`src/rtl/mmio_bridge_pkg.sv`:
```
package mmio_bridge_pkg;

    localparam int OFS_W  = 24;
    localparam int TAG_W  = 8;
    localparam int DATA_W = 32;
    localparam int LEN_W  = 3;
    localparam int STRB_W = DATA_W / 8;
    localparam int RESP_W = 2;
    localparam int PROT_W = 3;

    typedef struct packed {
        logic              wr;
        logic [OFS_W-1:0]  ofs;
        logic [LEN_W-1:0]  len;
        logic [TAG_W-1:0]  tag;
        logic [DATA_W-1:0] wdata;
    } req_t;

    typedef struct packed {
        logic              wr;
        logic [TAG_W-1:0]  tag;
        logic [DATA_W-1:0] data;
        logic [RESP_W-1:0] resp;
    } cpl_t;

    // Fixed identification window contents.
    function automatic logic [DATA_W-1:0] id_value(input logic [OFS_W-1:0] ofs);
        case (ofs)
            24'h00:  return 32'd32;
            24'h04:  return 32'd1;
            24'h08:  return 32'h4321_5678;
            24'h0C:  return 32'd1;
            24'h10:  return 32'd1;
            24'h14:  return 32'h200;
            24'h18:  return 32'h80;
            24'h20:  return 32'd1;
            24'h24:  return 32'h8_0000;
            24'h2C:  return 32'h8_0000;
            default: return '0;
        endcase
    endfunction

    // Keep the low len bytes; 1..3 trim, other values keep the full word.
    function automatic logic [DATA_W-1:0] len_mask(input logic [DATA_W-1:0] d,
                                                   input logic [LEN_W-1:0]  len);
        logic [DATA_W-1:0] m;
        m = '1;
        if (len != '0 && int'(len) < STRB_W)
            m = ~({DATA_W{1'b1}} << (8 * int'(len)));
        return d & m;
    endfunction

endpackage

```
`src/rtl/mmio_req_fifo.sv`:
```
module mmio_req_fifo
    import mmio_bridge_pkg::*;
#(
    parameter int DEPTH = 4
) (
    input  logic clk,
    input  logic rst,
    input  logic push_valid,
    output logic push_ready,
    input  req_t push_data,
    output logic pop_valid,
    input  logic pop_ready,
    output req_t pop_data
);
    localparam int PTR_W = (DEPTH > 1) ? $clog2(DEPTH) : 1;
    localparam int CNT_W = $clog2(DEPTH + 1);

    req_t             slots [DEPTH];
    logic [PTR_W-1:0] wr_ptr, rd_ptr;
    logic [CNT_W-1:0] count;
    logic             push_fire, pop_fire;

    function automatic logic [PTR_W-1:0] bump(input logic [PTR_W-1:0] p);
        return (p == PTR_W'(DEPTH - 1)) ? '0 : p + 1'b1;
    endfunction

    assign push_ready = (count != CNT_W'(DEPTH));
    assign pop_valid  = (count != '0);
    assign pop_data   = slots[rd_ptr];
    assign push_fire  = push_valid && push_ready;
    assign pop_fire   = pop_valid && pop_ready;

    always_ff @(posedge clk) begin
        if (push_fire) slots[wr_ptr] <= push_data;
    end

    always_ff @(posedge clk) begin
        if (rst) begin
            wr_ptr <= '0;
            rd_ptr <= '0;
            count  <= '0;
        end else begin
            if (push_fire) wr_ptr <= bump(wr_ptr);
            if (pop_fire)  rd_ptr <= bump(rd_ptr);
            case ({push_fire, pop_fire})
                2'b10:   count <= count + 1'b1;
                2'b01:   count <= count - 1'b1;
                default: count <= count;
            endcase
        end
    end

endmodule

```
`src/rtl/mmio_id_window.sv`:
```
module mmio_id_window
    import mmio_bridge_pkg::*;
#(
    parameter logic [OFS_W-1:0] LIMIT = 24'h8_0000
) (
    input  logic [OFS_W-1:0]  ofs,
    input  logic [LEN_W-1:0]  len,
    output logic              hit,
    output logic [DATA_W-1:0] word
);
    assign hit  = (ofs < LIMIT);
    assign word = len_mask(id_value(ofs), len);
endmodule

```
`src/rtl/mmio_axil_engine.sv`:
```
module mmio_axil_engine
    import mmio_bridge_pkg::*;
(
    input  logic              clk,
    input  logic              rst,
    input  logic              start,
    input  req_t              start_req,
    output logic              busy,
    output logic              done,
    output cpl_t              done_cpl,
    output logic [OFS_W-1:0]  m_awaddr,
    output logic [PROT_W-1:0] m_awprot,
    output logic              m_awvalid,
    input  logic              m_awready,
    output logic [DATA_W-1:0] m_wdata,
    output logic [STRB_W-1:0] m_wstrb,
    output logic              m_wvalid,
    input  logic              m_wready,
    input  logic [RESP_W-1:0] m_bresp,
    input  logic              m_bvalid,
    output logic              m_bready,
    output logic [OFS_W-1:0]  m_araddr,
    output logic [PROT_W-1:0] m_arprot,
    output logic              m_arvalid,
    input  logic              m_arready,
    input  logic [DATA_W-1:0] m_rdata,
    input  logic [RESP_W-1:0] m_rresp,
    input  logic              m_rvalid,
    output logic              m_rready
);
    // Phase flags: each one is a bus valid/ready output.
    logic              aw_pend, w_pend, b_wait, ar_pend, r_wait;
    logic [OFS_W-1:0]  addr_q;
    logic [DATA_W-1:0] wdata_q;
    logic [TAG_W-1:0]  tag_q;
    logic [LEN_W-1:0]  len_q;
    logic              aw_left, w_left, rd_done, wr_done;

    assign aw_left = aw_pend && !m_awready;
    assign w_left  = w_pend  && !m_wready;
    assign rd_done = r_wait && m_rvalid;
    assign wr_done = b_wait && m_bvalid;

    assign busy = aw_pend | w_pend | b_wait | ar_pend | r_wait;
    assign done = rd_done | wr_done;

    always_comb begin
        done_cpl      = '0;
        done_cpl.wr   = b_wait;
        done_cpl.tag  = tag_q;
        done_cpl.data = b_wait ? '0 : len_mask(m_rdata, len_q);
        done_cpl.resp = b_wait ? m_bresp : m_rresp;
    end

    always_ff @(posedge clk) begin
        if (rst) begin
            aw_pend <= 1'b0;
            w_pend  <= 1'b0;
            b_wait  <= 1'b0;
            ar_pend <= 1'b0;
            r_wait  <= 1'b0;
            addr_q  <= '0;
            wdata_q <= '0;
            tag_q   <= '0;
            len_q   <= '0;
        end else if (start) begin
            addr_q  <= start_req.ofs;
            wdata_q <= start_req.wdata;
            tag_q   <= start_req.tag;
            len_q   <= start_req.len;
            aw_pend <= start_req.wr;
            w_pend  <= start_req.wr;
            ar_pend <= !start_req.wr;
            r_wait  <= !start_req.wr;
        end else begin
            if (aw_pend && m_awready) aw_pend <= 1'b0;
            if (w_pend && m_wready)   w_pend  <= 1'b0;
            if ((aw_pend || w_pend) && !aw_left && !w_left) b_wait <= 1'b1;
            if (wr_done)              b_wait  <= 1'b0;
            if (ar_pend && m_arready) ar_pend <= 1'b0;
            if (rd_done)              r_wait  <= 1'b0;
        end
    end

    assign m_awaddr  = addr_q;
    assign m_araddr  = addr_q;
    assign m_awprot  = '0;
    assign m_arprot  = '0;
    assign m_wdata   = wdata_q;
    assign m_wstrb   = '1;
    assign m_awvalid = aw_pend;
    assign m_wvalid  = w_pend;
    assign m_bready  = b_wait;
    assign m_arvalid = ar_pend;
    assign m_rready  = r_wait;

endmodule

```
`src/rtl/mmio_axil_bridge.sv`:
```
module mmio_axil_bridge
    import mmio_bridge_pkg::*;
#(
    parameter int               FIFO_DEPTH  = 4,
    parameter logic [OFS_W-1:0] LOCAL_LIMIT = 24'h8_0000
) (
    input  logic              clk,
    input  logic              rst,
    input  logic              req_valid,
    output logic              req_ready,
    input  logic              req_write,
    input  logic [OFS_W-1:0]  req_offset,
    input  logic [LEN_W-1:0]  req_len,
    input  logic [TAG_W-1:0]  req_tag,
    input  logic [DATA_W-1:0] req_wdata,
    output logic              cpl_valid,
    input  logic              cpl_ready,
    output logic              cpl_write,
    output logic [TAG_W-1:0]  cpl_tag,
    output logic [DATA_W-1:0] cpl_data,
    output logic [RESP_W-1:0] cpl_resp,
    output logic [OFS_W-1:0]  m_awaddr,
    output logic [PROT_W-1:0] m_awprot,
    output logic              m_awvalid,
    input  logic              m_awready,
    output logic [DATA_W-1:0] m_wdata,
    output logic [STRB_W-1:0] m_wstrb,
    output logic              m_wvalid,
    input  logic              m_wready,
    input  logic [RESP_W-1:0] m_bresp,
    input  logic              m_bvalid,
    output logic              m_bready,
    output logic [OFS_W-1:0]  m_araddr,
    output logic [PROT_W-1:0] m_arprot,
    output logic              m_arvalid,
    input  logic              m_arready,
    input  logic [DATA_W-1:0] m_rdata,
    input  logic [RESP_W-1:0] m_rresp,
    input  logic              m_rvalid,
    output logic              m_rready
);
    req_t              in_req, head;
    logic              head_valid, take, eng_busy, eng_done, is_local;
    logic [DATA_W-1:0] local_word;
    cpl_t              eng_cpl, cpl_q;
    logic              cpl_v;

    always_comb begin
        in_req       = '0;
        in_req.wr    = req_write;
        in_req.ofs   = req_offset;
        in_req.len   = req_len;
        in_req.tag   = req_tag;
        in_req.wdata = req_wdata;
    end

    mmio_req_fifo #(.DEPTH(FIFO_DEPTH)) u_queue (
        .clk        (clk),
        .rst        (rst),
        .push_valid (req_valid),
        .push_ready (req_ready),
        .push_data  (in_req),
        .pop_valid  (head_valid),
        .pop_ready  (take),
        .pop_data   (head)
    );

    mmio_id_window #(.LIMIT(LOCAL_LIMIT)) u_window (
        .ofs  (head.ofs),
        .len  (head.len),
        .hit  (is_local),
        .word (local_word)
    );

    // Serve the head only when nothing is in flight and the slot is empty.
    assign take = head_valid && !eng_busy && !cpl_v;

    mmio_axil_engine u_engine (
        .clk       (clk),
        .rst       (rst),
        .start     (take && !is_local),
        .start_req (head),
        .busy      (eng_busy),
        .done      (eng_done),
        .done_cpl  (eng_cpl),
        .m_awaddr  (m_awaddr),
        .m_awprot  (m_awprot),
        .m_awvalid (m_awvalid),
        .m_awready (m_awready),
        .m_wdata   (m_wdata),
        .m_wstrb   (m_wstrb),
        .m_wvalid  (m_wvalid),
        .m_wready  (m_wready),
        .m_bresp   (m_bresp),
        .m_bvalid  (m_bvalid),
        .m_bready  (m_bready),
        .m_araddr  (m_araddr),
        .m_arprot  (m_arprot),
        .m_arvalid (m_arvalid),
        .m_arready (m_arready),
        .m_rdata   (m_rdata),
        .m_rresp   (m_rresp),
        .m_rvalid  (m_rvalid),
        .m_rready  (m_rready)
    );

    always_ff @(posedge clk) begin
        if (rst) begin
            cpl_v <= 1'b0;
            cpl_q <= '0;
        end else begin
            if (cpl_v && cpl_ready) cpl_v <= 1'b0;
            if (take && is_local) begin
                cpl_v      <= 1'b1;
                cpl_q.wr   <= head.wr;
                cpl_q.tag  <= head.tag;
                cpl_q.data <= head.wr ? '0 : local_word;
                cpl_q.resp <= '0;
            end else if (eng_done) begin
                cpl_v <= 1'b1;
                cpl_q <= eng_cpl;
            end
        end
    end

    assign cpl_valid = cpl_v;
    assign cpl_write = cpl_q.wr;
    assign cpl_tag   = cpl_q.tag;
    assign cpl_data  = cpl_q.data;
    assign cpl_resp  = cpl_q.resp;

endmodule

```
`config.mk`:
```
export PLATFORM = sky130hd
export DESIGN_NAME = mmio_axil_bridge
export DESIGN_NICKNAME = d
export VERILOG_FILES = /design/src/rtl/mmio_bridge_pkg.sv /design/src/rtl/mmio_req_fifo.sv /design/src/rtl/mmio_id_window.sv /design/src/rtl/mmio_axil_engine.sv /design/src/rtl/mmio_axil_bridge.sv
export SDC_FILE = /design/constraint.sdc
export NUM_CORES = 1
export LEC_CHECK = 0
export BUFFER_PORTS_ARGS = -buffer_cell sky130_fd_sc_hd__buf_2
export CORE_MARGIN = 10
export CORE_UTILIZATION = 40
export CTS_CLUSTER_DIAMETER = 80
export DETAILED_ROUTE_END_ITERATION = 12
export HOLD_SLACK_MARGIN = 0.12
export SYNTH_ARGS = -nofsm -noshare
export SYNTH_HDL_FRONTEND = slang
export SYNTH_HIERARCHICAL = 1
export SYNTH_SLANG_ARGS = --single-unit
```
`constraint.sdc`:
```
create_clock -name clk -period 2.95 [get_ports clk]
set_input_delay 0.7375 -clock clk [delete_from_list [all_inputs] [get_ports clk]]
set_output_delay 0.7375 -clock clk [all_outputs]
set_load 0.005 [all_outputs]
```
After elaboration in Yosys (flattened, before gate mapping) --
Memory sizes are Yosys's and may differ from the RTL's. A register that Yosys moved wholly into a read port is not among the register bits. Index checks and enable logic that the tools add are counted.
Storage, ports and cells: register bits after elaboration 123, memory bits (writable) 272, input port bits 113, output and inout bits 140, word-level logic and storage cells 122, memories kept 1
Memories:
- u_queue.slots | words 4, bits a word 68, rd ports 1, clocked after memory_dff 1, wr ports 1, RTL line mmio_req_fifo.sv:18 | req_t slots [DEPTH];
Cells by class: add/subtract/negate cells 4, $lt $le $gt $ge 3, equality and inequality tests 14, shift operators 2, multiplexer cells 28, bitwise logic cells 10, reduce and logical (&&, ||, !) cells 43
Operators with widths (count):
- $pmux W31 S6 | 1
- $mux W32 | 4
- $mux W43 | 2
- $eq A24 B5 Y1 const B | 3
- $eq A24 B6 Y1 const B | 3
- $not A32 Y32 | 2
- $shl A32 B6 Y32 const A | 2
- $eq A24 B4 Y1 const B | 2
- $and A31 B32 Y32 | 1
- $and A32 B32 Y32 | 1
- $eq A24 B3 Y1 const B | 1
- $logic_not A24 Y1 | 1
- $lt A24 B20 Y1 const B | 1
- $logic_and A1 B1 Y1 | 18
- $mux W1 | 15
- $reduce_bool A2 Y1 | 7
- $reduce_bool A3 Y1 | 4
- $mux W2 | 5
- $logic_not A1 Y1 | 8
- $eq A2 B2 Y1 const B | 3
- $lt A3 B3 Y1 const B | 2
- $pmux W3 S2 | 1
- $or A1 B1 Y1 | 5
- $add A2 B1 Y2 const B | 2
- 9 further kinds | 10

Depth between registers and ports, before layout --
Gate-level depths: netlist of the first run.
depth after elaboration 10, mapped depth 13, depth with buffers taken out 11

Hierarchy --
Netlist of the first run, hierarchy kept.
Modules (own cells, without submodules):
- mmio_req_fifo | instances 1, cells an instance 408, area each 10284.9 um2, seq. area each 8348.0 um2
- mmio_axil_engine | instances 1, cells an instance 324, area each 3138.0 um2, seq. area each 1441.4 um2
- mmio_axil_bridge | instances 1, cells an instance 233, area each 2238.4 um2, seq. area each 880.8 um2
- mmio_id_window | instances 1, cells an instance 62, area each 415.4 um2, seq. area each 0.0 um2

Least setup slack after synthesis of the first run --
OpenSTA, ideal clock, no wires.
kind in2reg, start input req_valid, end memory u_queue/slots[0][0] (netlist name), enable pin, setup time 0.434 ns, arrival time 2.372 ns, data required time 2.516 ns, path slack 0.144 ns, stages on the path 1, path buffers 0, cell sequence and3_1
Between the ends: word-level cells in the longest chain between the ends 3
RTL lines:
- start, declared | RTL line mmio_axil_bridge.sv:9 | input logic req_valid,
- $logic_and A1 B1 Y1 | RTL line mmio_req_fifo.sv:30 | assign push_fire = push_valid && push_ready;
- $mux W1 | RTL line mmio_req_fifo.sv:34 | if (push_fire) slots[wr_ptr] <= push_data;
- $mux W1 (implied by the code) | RTL line mmio_req_fifo.sv:34
- end, declared | RTL line mmio_req_fifo.sv:18
Every way passes these cells.

==> results.yml, run 1 <==
timing:
  fmax_mhz: 368
  fin_crit_ns: 2.72
  drv_slew: 0
  setup_viol: 0
  finalCritPeriodShare_pct: 92.1
  slew-limit-headroom_pct: 59.7
  clock_skew_ns: 0.0134
  finalHoldViolCount: 0
  timing.setup.tns_ns: 0
  rsz0062_at_grt: "false"
  layout_setup_ws_ns: 0.234
  tightest_slew_ns: 0.605
finish:
  multi_input_area_um2: 4650
  nets: 1371
  final_core_util_pct: 48.1
  seqCellArea_um2: 10700
  fillers: 3465
  mostFrequentLayoutCells: "272 x edfxtp_1, 241 x buf_2, 123 x dfxtp_1"
  final_common_cell: "edfxtp_1"
  final_area_um2: 19100
  area_growth_pct: 18.9
  layout-drive-gt1-share_pct: 36.9
drt:
  antenna_left: 0
  num_vias: 8842
  drc: 0
  first_pass_iters: 4
  wl_um: 36800
  dr.first_iter.drc_count: 440
  drt-vias-per-instance: 4.87
  wl_per_cell_um: 20.3
cts:
  cts-buffers-inserted: 43
  post_cts_resized: 0
  ctsHoldBuffers: 0
  cts_setup_buffers: 0
  clockBufferDepth: 3
  insertion_delay_ns: 0.56
  cts_tree: "yes"
  cts_htree_levels: 2
  cts.clk_slew.worst_paths_ns: 0.06
  cts-root-buf: "clkbuf_16"
  clkSinkCount: 397
min_path:
  hp-start: "req_wdata[5]"
  min_path_type: "in -> reg"
  holdPathStages: 1
  hold_path_end: "u_queue/slots[0][5]"
grt:
  grtUsageTotal_pct: 15.0
  gr-total-overflow: 0
  first_global_vias: 9298
  grt_max_degree: 51
  grt_pass1_wl_um: 55600
  antenna_found_initial: 10
run:
  maxCapViolCount: 0
synth:
  synth_seq_cells: 397
  synth_area_per_cell_um2: 15.7
  synthFlopType: "edfxtp_1"
  yosysWarnings: 6
  ys_types: 55
  synthArstFlopShare_pct: 0
  netlist_area_um2: 16100
  yosysSeqAreaShare_pct: 66.4
  synth_edf_count: 272
  syn_inst: 1027
floorplanning:
  initial_core_util_pct: 40.5
  row_count: 73
  die_h_um: 220
  core_area_um2: 39700
  ios: 253
  die_area_um2: 48600
  fp.dieW_um: 220
placed_design:
  numPortBuffers: 242
  pre_cts_ws_ns: 0.0953
  gp_congestion: 0.742
  place_area_um2: 17600
  hpwlAfterDp_um: 23800
worst_setup_path:
  cpPeakStageDelay_ns: 0.53
  worst-path-max-fanout: 17
  end_kind: "register"
  crit_path_start_kind: "register"
  critical_path_class: "reg -> reg"
  r2r-end: "cpl_data[0]"
  crit_arrival_ns: 3.15
  r2r_cells: 9
  cp.buffers_inverters: 3
  cp_slowest_cell: "mux4_2"
  cp_top_family: "simple AND/OR/NAND/NOR gates"
  crit_chain: "buf_4, mux4_2, nor3_1, nand2_1, inv_1, nand4bb_4, buf_4, nand2_1, a21oi_1"
  r2r_slack_ns: 0.23
  worstPathRequired_ns: 3.38
power_and_ir_drop:
  cellLeakagePower_nw: 7.05
  p_per_area_nw_per_um2: 1000
  vdd_drop_max_v: 0.000549
run_status:
  status: "complete, no violations"
cells in the mapped netlist, drive strengths merged (10+ instances only):
cell / count / area share (%)
nand2: 39 / 0.91
clkbuf: 20 / 0.47
nor3: 11 / 0.37
mux2: 35 / 2.5
nor2: 86 / 2.0
buf: 98 / 4.9
mux2i: 80 / 5.0
edfxtp: 272 / 51
a21oi: 42 / 1.4
nor2b: 10 / 0.39
and2: 24 / 0.93
inv: 15 / 0.35
nand3b: 33 / 1.5
dfxtp: 125 / 16
mux4: 68 / 9.5
where the power goes:
part           internal (W)  switching, W  leakage, nW
registers           0.00701      0.000570         3.52
logic               0.00298       0.00306         2.82
clock network       0.00328       0.00219        0.715
worst max path at each step:
stage	endpoint	slack, ns	cells after the start
2_1_floorplan	u_queue/slots[0][0]	0.14	1
4_1_cts	cpl_data[24]	0.08	8
5_1_grt	cpl_data[30]	0.06	9
3_5_place_dp	cpl_data[30]	0.1	8
6_report	cpl_data[0]	0.23	9
3_3_place_gp	cpl_data[24]	0.13	8
through the flow:
stage / hold WS (ns) / cells / total power (W)
after floorplan: 0.460 / 1050 / 0.0121
after global placement: 0.471 / 1731 / 0.0138
after detailed placement: 0.481 / 1731 / 0.0139
after CTS: 0.350 / 1811 / 0.0194
after global routing: 0.360 / 1812 / 0.0202
final: 0.385 / 1814 / 0.0191
layout make-up:
| type | count | area share (%) |
|---|---|---|
| Clock buffer | 51 | 6.11 |
| Inverter | 15 | 0.295 |
| Tap cell | 525 | 3.44 |
| Multi-Input combinational cell | 520 | 24.3 |
| Clock inverter | 29 | 1.59 |
| Timing Repair Buffer | 274 | 8.33 |
| Antenna cell | 3 | 0.0393 |
| Sequential cell | 397 | 55.9 |
flip-flops by register name (all words and copies together) (netlist names), named ones only:
signal and count:
u_engine/m_bready 1, cpl_resp 2, u_engine/m_rready 1, u_engine/tag_q 8, cpl_valid 1, u_engine/len_q 3, cpl_tag 8, u_queue/slots 272
u_engine/m_wvalid 1, u_queue/wr_ptr 2, u_queue/count 3, u_engine/m_araddr 24, u_engine/m_awvalid 1, u_queue/rd_ptr 2, cpl_write 1, u_engine/m_wdata 32
cpl_data 32, u_engine/m_arvalid 1
kinds of logic after synthesis:
logic type / count (synthesis) / share of synthesized area, %
flops: 397 / 66.4
buf+inv: 133 / 5.72
compound gates: 66 / 2.54
mux: 183 / 17.0
fa+ha+maj: 7 / 0.591
simple gates: 233 / 7.48
other cells: 3 / 0.0700
xor+xnor: 5 / 0.272
worst register-to-register path: stages (launching register included):
cell	delay (ns)
dfxtp_4	0.48
buf_4	0.22
mux4_2	0.53
nor3_1	0.24
nand2_1	0.17
inv_1	0.23
nand4bb_4	0.27
buf_4	0.30
nand2_1	0.11
a21oi_1	0.07
routing by layer:
| metal | up-vias | part of all wire [%] | GRT usage, % |
|---|---|---|---|
| li1 | 4201 | - | - |
| met1 | 4365 | 41 | 18.3 |
| met2 | 206 | 49 | 24.9 |
| met3 | 58 | 7.5 | 4.81 |
| met4 | 12 | 1.8 | 4.34 |
| met5 | - | 0.22 | 0 |
Note: power is estimated with default switching activity, not from simulation.
==> run 2, diff against run 1 <==
==> constraint.sdc (replaced) <==
create_clock -name clk -period 2.95 [get_ports clk]
set_input_delay 0.295 -clock clk [delete_from_list [all_inputs] [get_ports clk]]
set_output_delay 0.295 -clock clk [all_outputs]
set_load 0.005 [all_outputs]
==> run 2 against run 1 <==
  * Via count grew 4.6%
  * Global-route usage grew 0.55 points
  * Final area grew 3.3%
  * Combinational power grew 3.5%
  * Clock power shrank 6.2%
  * Routed wire length grew 3.6%
  * Largest power group unchanged
  * First-iteration DRC count grew 7.7%
  * Critical path type unchanged
  * Worst hold slack lost 0.21 ns
==> results.yml, run 2 (same netlist as run 1, synthesis figures left out) <==
min_path:
  hp-start: "m_rresp[0]"
  holdPathStages: 4
  hold_path_end: "cpl_resp[0]"
  min_path_type: "in -> reg"
grt:
  grt_pass1_wl_um: 57900
  antenna_found_initial: 3
  gr-total-overflow: 0
  grtUsageTotal_pct: 15.5
  grt_max_degree: 64
  first_global_vias: 9921
drt:
  dr_wl_met2_um: 19400
  top_layer_used: "met5"
  met3_length_um: 2470
  wl_um: 38100
  drc: 0
  wl_per_cell_um: 20.1
  dr.first_iter.drc_count: 474
  first_pass_iters: 4
  wl_met1_um: 15500
  drt-vias-per-instance: 4.89
  num_vias: 9246
  antenna_left: 0
power_and_ir_drop:
  p_per_area_nw_per_um2: 962
  cellLeakagePower_nw: 7.31
  vdd_drop_max_v: 0.000657
floorplanning:
  ios: 253
  core_area_um2: 39700
  initial_core_util_pct: 40.5
  fp.dieW_um: 220
  row_count: 73
  die_area_um2: 48600
  die_h_um: 220
cts:
  cts_htree_levels: 2
  cts-root-buf: "clkbuf_16"
  clockBufferDepth: 3
  cts-buffers-inserted: 42
  clkSinkCount: 397
  insertion_delay_ns: 0.55
  cts_tree: "yes"
  cts.clk_slew.worst_paths_ns: 0.06
timing:
  slew-limit-headroom_pct: 29.2
  tightest_slew_ns: 1.06
  rsz0062_at_grt: "false"
  finalHoldViolCount: 0
  fin_crit_ns: 2.77
  finalCritPeriodShare_pct: 93.8
  clock_skew_ns: 0.0183
  drv_slew: 0
  setup_viol: 0
  fmax_mhz: 361
  holdWs_ns: 0.170
finish:
  final_area_um2: 19700
  nets: 1449
  area_growth_pct: 22.7
  final_common_cell: "edfxtp_1"
  fillers: 3443
  layout-drive-gt1-share_pct: 34.1
  regMostFlops: "u_queue/slots"
  largest_reg_flops: 272
  mostFrequentLayoutCells: "272 x edfxtp_1, 241 x buf_2, 123 x dfxtp_1"
worst_setup_path:
  reg2reg_from: "u_engine/m_rready"
  startpoint: "u_engine/m_rready"
  worstPathRequired_ns: 3.43
  worst-path-max-fanout: 4
  end_kind: "register"
  r2r_cells: 11
  crit_arrival_ns: 3.24
  critical_path_class: "reg -> reg"
  crit_path_start_kind: "register"
  r2r_slack_ns: 0.18
  r2r-end: "u_queue/count[2]"
placed_design:
  place_area_um2: 17600
  gp_congestion: 0.733
  numPortBuffers: 242
  hpwlAfterDp_um: 24700
run_status:
  status: "complete, no violations"
run:
  maxCapViolCount: 0
[run 2: cell count changes in the layout (fill, tap and decap cells not counted), sizes merged]
cell         change
bufinv           -3
dlygate4sd3     +74
clkinv           -9
inv              -1
buf              +4
clkbuf          +14
nor2b            +1
clkinvlp         -3
[run 2: worst max-delay path, stage by stage (launching register included)]
cell and delay, ns:
dfxtp_1 0.34, nor3_1 0.24, nand2_1 0.21, nor3b_4 0.34
o31ai_1 0.26, inv_1 0.10, ha_1 0.17, inv_1 0.06
fa_1 0.37, xor2_1 0.16, or3_1 0.30, a21oi_1 0.13
[run 2: layout make-up]
cell class	count	area (um2)	area share [%]
well taps	525	657	3.33
inverters	15	56.3	0.285
flip-flops and latches	397	10700	54.1
diodes	3	7.51	0.0380
multi-input cells	521	4650	23.6
repair buffers	352	2330	11.8
clock inverters	13	118	0.596
clock buffers	65	1230	6.24
[run 2: worst max-delay path by stage]
| stage | slack (ns) | end | cells past startpoint |
|---|---|---|---|
| finish | 0.18 | u_queue/count[2] | 11 |
| global route | 0.004 | u_queue/count[2] | 11 |
| CTS | 0.08 | u_queue/count[2] | 11 |
| detailed placement | -0.20 | cpl_data[30] | 8 |
| global placement | -0.17 | cpl_data[30] | 8 |
| floorplan | 0.24 | u_queue/slots[0][0] | 3 |
[run 2: metal layers]
metal  track usage, %  up-vias
met5                0        -
met4             4.70        2
met3             3.74       43
met2             27.3      220
met1             18.4     4617
li1                 -     4364
[run 2: what timing repair did]
action                                  4_1_cts  5_1_grt
hold endpoints to repair                    278        0
hold buffers                                 74        0
gates cloned                                  1        0
buffers inserted                              2        0
gates resized for setup                       2        5
pin swaps                                     1        0
endpoints found under the setup margin       47       13
[run 2: metrics by stage]
stage | setup TNS [ns] | util [%] | cells | power [W] | worst slack, ns
floorplan | 0 | - | 1050 | 0.0121 | 0.240
global placement | -0.659 | 44.2 | 1733 | 0.0138 | -0.169
detailed placement | -1.42 | 44.2 | 1733 | 0.0139 | -0.199
CTS | 0 | 49.6 | 1888 | 0.0193 | 0.0764
global route | 0 | 49.7 | 1889 | 0.0201 | 0.00437
finish | 0 | 49.7 | 1891 | 0.0190 | 0.182
[run 2: power by group]
part / internal [W] / switching, W / leakage [nW] / total, W
sequential: 0.00701 / 0.000579 / 3.52 / 0.00759
combinational: 0.00308 / 0.00318 / 3.14 / 0.00626
clock: 0.00305 / 0.00209 / 0.655 / 0.00514
total: 0.0131 / 0.00585 / 7.31 / 0.0190
==> run 3, diff against run 2 <==
--- a/config.mk
+++ b/config.mk
@@ -5,12 +5,14 @@
 export SDC_FILE = /design/constraint.sdc
 export NUM_CORES = 1
 export LEC_CHECK = 0
-export BUFFER_PORTS_ARGS = -buffer_cell sky130_fd_sc_hd__buf_2
+export BUFFER_PORTS_ARGS = -buffer_cell sky130_fd_sc_hd__buf_4
 export CORE_MARGIN = 10
-export CORE_UTILIZATION = 40
+export CORE_UTILIZATION = 45
 export CTS_CLUSTER_DIAMETER = 80
 export DETAILED_ROUTE_END_ITERATION = 12
 export HOLD_SLACK_MARGIN = 0.12
+export PLACE_DENSITY = 0.68
+export SETUP_SLACK_MARGIN = 0.05
 export SYNTH_ARGS = -nofsm -noshare
 export SYNTH_HDL_FRONTEND = slang
 export SYNTH_HIERARCHICAL = 1
==> run 3 against run 2 <==
  * Setup slack better by 0.084 ns
  * Register-to-register slack better by 0.08 ns
  * Worst hold slack better by 0.037 ns
  * Clock skew up 0.0039 ns
  * Die area down 10%
  * Largest cell class unchanged
  * Highest routed layer unchanged
==> results.yml, run 3 (same netlist as run 1, synthesis figures left out) <==
timing:
  fin_crit_ns: 2.68
  clock_skew_ns: 0.0222
  timing.setup.tns_ns: 0
  finalHoldViolCount: 0
  fmax_mhz: 373
  tightest_slew_ns: 1.08
  layout_setup_ws_ns: 0.266
  rsz0062_at_grt: "false"
  drv_slew: 0
  slew-limit-headroom_pct: 27.5
  setup_viol: 0
  holdWs_ns: 0.206
  finalCritPeriodShare_pct: 91.0
drt:
  num_vias: 9305
  dr.first_iter.drc_count: 516
  wl_um: 37300
  drt-vias-per-instance: 5.13
  antenna_left: 0
  drc: 0
  wl_per_cell_um: 20.6
  first_pass_iters: 4
cts:
  cts_tree: "yes"
  clkSinkCount: 397
  cts_setup_buffers: 0
  cts-root-buf: "clkbuf_16"
  insertion_delay_ns: 0.54
  cts-buffers-inserted: 41
  cts_htree_levels: 2
  cts.clk_slew.worst_paths_ns: 0.06
  clockBufferDepth: 3
grt:
  grt_max_degree: 53
  antenna_found_initial: 4
  first_global_vias: 9762
  grt_pass1_wl_um: 58200
  gr-total-overflow: 0
  grtUsageTotal_pct: 16.8
power_and_ir_drop:
  finalPower_w: 0.0193
  pwr-share-comb_pct: 34.3
  seq_power_share_pct: 39.4
  switching_share_pct: 30.1
  cellLeakagePower_nw: 7.37
  p_switching_w: 0.00581
  p_clk_share_pct: 26.3
  power.internal_w: 0.0135
  p_per_area_nw_per_um2: 956
  vdd_drop_max_v: 0.000659
min_path:
  holdPathStages: 4
  hp-start: "m_bresp[1]"
  min_path_type: "in -> reg"
worst_setup_path:
  crit_path_start_kind: "register"
  worstPathRequired_ns: 3.40
  r2r_cells: 8
  crit_arrival_ns: 3.14
  critical_path_class: "reg -> reg"
  worst-path-max-fanout: 10
  end_kind: "register"
floorplanning:
  ios: 253
  die_area_um2: 43700
  die_h_um: 209
  row_count: 69
  fp.dieW_um: 209
  initial_core_util_pct: 45.4
  core_area_um2: 35400
finish:
  area_growth_pct: 25.6
  fillers: 2786
  final_common_cell: "edfxtp_1"
  mostFrequentLayoutCells: "272 x edfxtp_1, 259 x buf_4, 123 x dfxtp_1"
  seqCellArea_um2: 10700
  regMostFlops: "u_queue/slots"
  nets: 1439
  layout-drive-gt1-share_pct: 33.9
  multi_input_area_um2: 4650
  final_cells: 1815
  largest_reg_flops: 272
run_status:
  status: "complete, no violations"
run:
  maxCapViolCount: 0
placed_design:
  numPortBuffers: 242
  pre_cts_ws_ns: 0.0865
  dp.cells: 1663
  hpwlAfterDp_um: 23700
  gp_congestion: 0.754
run 3: cell types whose count changed in the layout (fill, tap and decap cells not counted), moves of 2 or more:
cell,before,now
buf_12,8,10
buf_2,241,0
buf_4,27,259
clkbuf_1,17,11
clkbuf_16,45,42
clkbuf_8,3,5
clkinv_1,2,4
run 3: layout make-up:
class / count / area share [%]
timing repair buffer: 344 / 14.3
inverter: 15 / 0.279
clock buffer: 58 / 5.75
antenna: 3 / 0.0372
tap: 461 / 2.86
clock inverter: 17 / 0.873
multi-input combinational: 520 / 23.0
sequential: 397 / 52.9
run 3: metal layers:
metal	GRT usage, %	up-vias	share of wire [%]
met2	28.8	275	50
li1	-	4346	-
met5	0	-	0.035
met4	4.12	2	1.7
met3	4.43	48	6.6
met1	20.9	4634	41
run 3: through the flow:
stage	utilization, %	cell area, um2
6_report	57.1	20200
5_1_grt	57.1	20200
4_1_cts	56.9	20200
3_5_place_dp	51.0	18100
3_3_place_gp	51.0	18100
2_1_floorplan	-	16200
run 3: final timing paths:
kind,to,slack [ns]
max,cpl_data[25],0.27
min,cpl_resp[1],0.21
max reg2reg,cpl_data[25],0.27
min reg2reg,u_engine/m_wdata[8],0.49
run 3: worst max-delay path, cell delays in order (launching register included):
cell and delay [ns]:
dfxtp_4 0.47, buf_4 0.27, mux4_2 0.56, nor3_1 0.37
nand4_4 0.27, nor4_1 0.31, buf_4 0.17, nand3b_1 0.07
a21oi_1 0.12
run 3: power by group through the flow:
| stage | clock (W) | combinational (W) | sequential [W] |
|---|---|---|---|
| 2_1_floorplan | 0 | 0.00449 | 0.00759 |
| 3_3_place_gp | 0 | 0.00647 | 0.00770 |
| 3_5_place_dp | 0 | 0.00656 | 0.00772 |
| 4_1_cts | 0.00520 | 0.00667 | 0.00763 |
| 5_1_grt | 0.00544 | 0.00724 | 0.00774 |
| 6_report | 0.00508 | 0.00661 | 0.00761 |
run 3: timing repair:
item / in CTS / in global routing
hold endpoints to repair: 278 / 0
gates cloned: 0 / 0
hold buffers: 74 / 0
endpoints found under the setup margin: 3 / 28
resized for setup: 1 / 7
